### src/rtl/rpr_pkg.sv
package rpr_pkg;
  localparam int LEVELS = 8;

  // Strobes handed from the mode control to the scanning datapath.
  typedef struct packed {
    logic [LEVELS-1:0] eligible;  // request present and unmasked
    logic [LEVELS-1:0] blocking;  // in-service levels that stop the request scan
    logic [LEVELS-1:0] svcCand;   // in-service levels the service scan may return
  } rpr_strobes_t;
endpackage

### src/rtl/rpr_first_set.sv
module rpr_first_set #(
  parameter int N = 8,
  parameter int W = $clog2(N)
) (
  input  logic [N-1:0] vecIn,
  output logic         found,
  output logic [W-1:0] pos
);
  always_comb begin
    pos = '0;
    for (int i = N - 1; i >= 0; i--) begin
      if (vecIn[i]) pos = W'(i);
    end
    found = |vecIn;
  end

  always_comb begin
    if (found) assert_found_bit_set_R8: assert (vecIn[pos]);
  end
endmodule

### src/rtl/rpr_ctrl.sv
module rpr_ctrl
  import rpr_pkg::*;
#(
  parameter int NUM_LEVELS    = LEVELS,
  parameter int CASCADE_LEVEL = 2
) (
  input  logic [NUM_LEVELS-1:0] reqBits,
  input  logic [NUM_LEVELS-1:0] isrBits,
  input  logic [NUM_LEVELS-1:0] maskBits,
  input  logic                  specialMask,
  input  logic                  specialNest,
  output rpr_strobes_t          strobes
);
  localparam logic [NUM_LEVELS-1:0] CASCADE_BIT = NUM_LEVELS'(1) << CASCADE_LEVEL;

  logic [NUM_LEVELS-1:0] nestExempt;

  always_comb begin
    nestExempt        = specialNest ? CASCADE_BIT : '0;
    strobes.eligible  = reqBits & ~maskBits;
    strobes.blocking  = specialMask ? '0 : (isrBits & ~nestExempt);
    strobes.svcCand   = isrBits & ~(specialMask ? maskBits : '0);
  end
endmodule

### src/rtl/rpr_dpath.sv
module rpr_dpath
  import rpr_pkg::*;
#(
  parameter int NUM_LEVELS = LEVELS,
  parameter int IDX_W      = $clog2(NUM_LEVELS)
) (
  input  rpr_strobes_t     strobes,
  input  logic [IDX_W-1:0] lowPrio,
  output logic             pendValid,
  output logic [IDX_W-1:0] pendLevel,
  output logic             svcValid,
  output logic [IDX_W-1:0] svcLevel
);
  logic [IDX_W-1:0]      startLevel;
  logic [NUM_LEVELS-1:0] rotStop, rotBlock, rotSvc;
  logic                  stopFound, svcFound;
  logic [IDX_W-1:0]      stopPos, svcPos;

  assign startLevel = lowPrio + IDX_W'(1);

  // Rank k maps to level (startLevel + k) mod NUM_LEVELS.
  for (genvar k = 0; k < NUM_LEVELS; k++) begin : g_rot
    localparam logic [IDX_W-1:0] OFS = IDX_W'(k);
    logic [IDX_W-1:0] lvl;
    assign lvl         = startLevel + OFS;
    assign rotBlock[k] = strobes.blocking[lvl];
    assign rotStop[k]  = strobes.blocking[lvl] | strobes.eligible[lvl];
    assign rotSvc[k]   = strobes.svcCand[lvl];
  end

  rpr_first_set #(.N(NUM_LEVELS), .W(IDX_W)) u_stopScan (
    .vecIn(rotStop), .found(stopFound), .pos(stopPos)
  );

  rpr_first_set #(.N(NUM_LEVELS), .W(IDX_W)) u_svcScan (
    .vecIn(rotSvc), .found(svcFound), .pos(svcPos)
  );

  always_comb begin
    pendValid = stopFound && !rotBlock[stopPos];
    pendLevel = pendValid ? startLevel + stopPos : '0;
    svcValid  = svcFound;
    svcLevel  = svcFound ? startLevel + svcPos : '0;
  end

  always_comb begin
    if (pendValid) assert_pend_eligible_R3: assert (strobes.eligible[pendLevel]);
    else           assert_pend_idle_zero_R10: assert (pendLevel == '0);
    if (svcValid)  assert_svc_candidate_R8: assert (strobes.svcCand[svcLevel]);
    else           assert_svc_idle_zero_R10: assert (svcLevel == '0);
  end
endmodule

### src/rtl/rot_prio_resolver.sv
module rot_prio_resolver
  import rpr_pkg::*;
#(
  parameter int NUM_LEVELS    = LEVELS,
  parameter int CASCADE_LEVEL = 2,
  parameter int IDX_W         = $clog2(NUM_LEVELS)
) (
  input  logic [NUM_LEVELS-1:0] reqBits,
  input  logic [NUM_LEVELS-1:0] isrBits,
  input  logic [NUM_LEVELS-1:0] maskBits,
  input  logic [IDX_W-1:0]      lowPrio,
  input  logic                  specialMask,
  input  logic                  specialNest,
  output logic                  pendValid,
  output logic [IDX_W-1:0]      pendLevel,
  output logic                  svcValid,
  output logic [IDX_W-1:0]      svcLevel
);
  rpr_strobes_t strobes;

  rpr_ctrl #(.NUM_LEVELS(NUM_LEVELS), .CASCADE_LEVEL(CASCADE_LEVEL)) u_ctrl (
    .reqBits(reqBits), .isrBits(isrBits), .maskBits(maskBits),
    .specialMask(specialMask), .specialNest(specialNest), .strobes(strobes)
  );

  rpr_dpath #(.NUM_LEVELS(NUM_LEVELS), .IDX_W(IDX_W)) u_dpath (
    .strobes(strobes), .lowPrio(lowPrio),
    .pendValid(pendValid), .pendLevel(pendLevel),
    .svcValid(svcValid), .svcLevel(svcLevel)
  );

  always_comb begin
    if (pendValid) begin
      assert_pend_unmasked_R3: assert (reqBits[pendLevel] && !maskBits[pendLevel]);
      if (!specialMask && isrBits[pendLevel])
        assert_pend_not_self_blocked_R4: assert (specialNest && pendLevel == IDX_W'(CASCADE_LEVEL));
    end
    if (svcValid) begin
      assert_svc_in_service_R8: assert (isrBits[svcLevel]);
      if (specialMask) assert_svc_skip_masked_R9: assert (!maskBits[svcLevel]);
    end
  end
endmodule

### config.mk
export PLATFORM = sky130hd
export DESIGN_NAME = rot_prio_resolver
export DESIGN_NICKNAME = d
export VERILOG_FILES = /design/src/rtl/rpr_pkg.sv /design/src/rtl/rpr_first_set.sv /design/src/rtl/rpr_ctrl.sv /design/src/rtl/rpr_dpath.sv /design/src/rtl/rot_prio_resolver.sv
export SDC_FILE = /design/constraint.sdc
export NUM_CORES = 1
export LEC_CHECK = 0
export BUFFER_PORTS_ARGS = -buffer_cell sky130_fd_sc_hd__clkbuf_2
export CELL_PAD_IN_SITES_DETAIL_PLACEMENT = 1
export CELL_PAD_IN_SITES_GLOBAL_PLACEMENT = 2
export CORE_UTILIZATION = 25
export DETAILED_ROUTE_END_ITERATION = 12
export PLACE_DENSITY_LB_ADDON = 0.1
export SLEW_MARGIN = 20
export SYNTH_ARGS = -nofsm -noshare
export SYNTH_HDL_FRONTEND = slang
export SYNTH_SLANG_ARGS = --single-unit
### constraint.sdc
create_clock -name vclk -period 4.7
set_input_delay 0.47 -clock vclk [all_inputs]
set_output_delay 0.47 -clock vclk [all_outputs]
set_load 0.01 [all_outputs]
==> flow_summary_export.csv <==
group,metric,value,unit
sta,fmaxAchievable,231.8,MHz
sta,slew_violations,0,
cells_and_area,final_cells,343,
synth,synth_xor_xnor_area_share,4.072,%
worst_setup_path,path_class,"input pin to output pin",
pwr,seqPwrFrac,0,%
pwr,power_frac_comb,100.0,%
cells_and_area,nClkBuffers,0,
pwr,sw_frac_of_total,54.64,%
flow_run,cap_viol_max_count,0,
grt,grt_overflow,0,
sta,rsz0062_at_grt,"false",
placement,hpwl,5.421,mm
grt,grtUsageTotal,17.97,%
worst_setup_path,critical_path.max_fanout,36,
floorplanning,ios,37,
synth,synthDistinctLibCells,65,
pwr,switchingPower,0.2135,mW
synth,post_synth_instance_area,1813,um^2
cells_and_area,drive_above_1_share,36.03,%
cells_and_area,final_net_count,284,
routing,drt_iter0_markers,56,
min_path,hp-class,"input pin to output pin",
floorplanning,die_area,7597,um^2
floorplanning,row_count,30,
routing,post-route-drc-count,0,
synth,syn_avg_cell_area,8.472,um^2
sta,finalSetupViolations,0,
sta,maxSlewHeadroom,55.91,%
synth,ys_seq_area_share,0,%
cells_and_area,seq_cell_count,0,
routing,ant_nets,0,
routing,num_vias,1835,
placement,dp_cells,343,
synth,synth_top_family_by_area,"multiplexers",
pwr,internal-power,0.1772,mW
synth,synth_nets,249,
cts,cts_resized,0,
worst_setup_path,worstPathArrival,3.84,ns
floorplanning,die_width,87.16,um
placement,portBuffers,37,
grt,grt_pass1_wl,10.50,mm
synth,synth-adder-area-share,4.969,%
cells_and_area,register_area,0,um^2
sta,finalHoldViolations,0,
routing,detailedRoute.firstPassIterationCount,4,
sta,fin_tns_setup,0,ns
routing,wirelength,6.332,mm
floorplanning,core,6907,um^2
pwr,leakagePower,0.8508,nW
synth,synth_warnings,0,
cts,cts_setup_buffers,0,
grt,antenna_found_initial,0,
grt,first_global_vias,1922,
floorplanning,dieHeight,87.16,um
placement,finalWeightedCongestion,0.7827,
routing,routedWlPerCell,18.46,um
sta,finalCritPeriodShare,91.80,%
synth,synth_compound_area_share,21.88,%
cts,hold_buffers,0,
synth,synth_cells,214,
worst_setup_path,startpoint_type,"input pin",
synth,synth_mux_area_share,33.47,%
cells_and_area,antenna_cells,0,
status,outcome,"finished clean",
worst_setup_path,worstPathRequired,4.23,ns
routing,post_drt_via_cell_ratio,5.350,
floorplanning,initial_utilization,26.25,%
synth,synthSimpleGateAreaFrac,29.61,%
grt,grt_max_degree,37,
pwr,power_density,186.1,nW/um^2
sta,final.min_clock_period,4.315,ns
worst_setup_path,end_kind,"output pin",
cells_and_area,area_growth,15.80,%
pwr,power_frac_clock,0,%
pwr,vdd_ir_drop_max,0.04783,mV
sta,tightest_slew,0.6530,ns
[cells in the final DEF, fill, tap and decap left out, types with 4 or more instances in the layout]
cell type and count:
nor3_1 4, o21ai_0 7, nand3b_1 4, nand2_1 14, a21oi_1 11, clkbuf_2 37, ha_1 4, buf_4 10
nor2_1 14, and2_1 8, mux2i_1 19, mux4_2 11, mux2_2 15, nand2b_1 13
[layer usage]
layer / global-route usage [%] / vias up / share of wire, % / wire length (um)
met5: 0 / - / 0 / 0
met4: 0.7452 / 0 / 0.33 / 21
met3: 0.09479 / 2 / 1.3 / 80
met2: 33.36 / 27 / 50 / 3160
met1: 24.53 / 901 / 48 / 3069
li1: - / 905 / - / -
[cell usage after synthesis, types with 3 or more instances]
| cell | instances | area share (%) |
|---|---|---|
| a22oi_1 | 3 | 1.2 |
| and4b_1 | 3 | 1.7 |
| o311ai_0 | 3 | 1.4 |
| nand3b_1 | 4 | 1.7 |
| nand2b_1 | 13 | 4.5 |
| or2_2 | 3 | 1.0 |
| buf_4 | 3 | 1.2 |
| and2_1 | 8 | 2.8 |
| mux2_2 | 15 | 9.3 |
| nor2_1 | 14 | 2.9 |
| nor2b_1 | 3 | 1.0 |
| mux4_2 | 11 | 14 |
| mux2i_1 | 19 | 10 |
| clkbuf_1 | 5 | 1.0 |
| o21ai_0 | 7 | 1.9 |
| ha_1 | 4 | 2.8 |
| nand2_1 | 14 | 2.9 |
| nor4_1 | 3 | 1.0 |
| nor3_1 | 4 | 1.1 |
| buf_2 | 3 | 0.83 |
| a21oi_1 | 11 | 3.0 |
[final cells by class]
cell class                 instances  area (um^2)
fill                             877         4807
inverter                           4        15.01
multi-input combinational        196         1704
tap                               96        120.1
timing repair buffer              47        260.3
[power groups by stage]
stage | clock network [mW] | registers (mW) | logic, mW
CTS | 0 | 0 | 0.398
floorplan | 0 | 0 | 0.280
finish | 0 | 0 | 0.391
global placement | 0 | 0 | 0.400
detailed placement | 0 | 0 | 0.396
global route | 0 | 0 | 0.438
[through the flow]
stage | power [mW] | utilization, % | setup WS [ns] | hold WS, ns | cell area (um^2)
floorplan | 0.2800 | - | 0.5211 | 1.298 | 1813
global placement | 0.3995 | 30.40 | 0.3780 | 1.689 | 2100
detailed placement | 0.3962 | 30.40 | 0.3765 | 1.682 | 2100
CTS | 0.3984 | 30.40 | 0.3744 | 1.689 | 2100
global route | 0.4383 | 30.40 | 0.09755 | 1.726 | 2100
finish | 0.3907 | 30.40 | 0.3854 | 1.670 | 2100
[cell families after synthesis]
group,Yosys count
buffers and inverters,18
XOR/XNOR,6
multiplexers,45
AO/OA/AOI/OAI,52
AND/OR/NAND/NOR,87
adder cells (fa/ha/maj),6
[final timing paths]
check / depth (start not counted) / slack (ns) / start / end
worst min-delay path: 6 / 1.67 / lowPrio[0] / svcLevel[0]
worst max-delay path: 13 / 0.39 / lowPrio[0] / pendLevel[2]
[worst max-delay path, stage by stage]
cell and delay, ns:
clkbuf_2 0.11, buf_4 0.37, mux2i_1 0.44, o2111ai_1 0.21, o311a_1 0.24, a2111oi_4 0.45
nor3_1 0.12, or3_1 0.40, fa_1 0.44, xnor2_1 0.20, nor2_1 0.06, a31oi_1 0.16
clkbuf_2 0.15
Power figures use the tool's default switching activity.
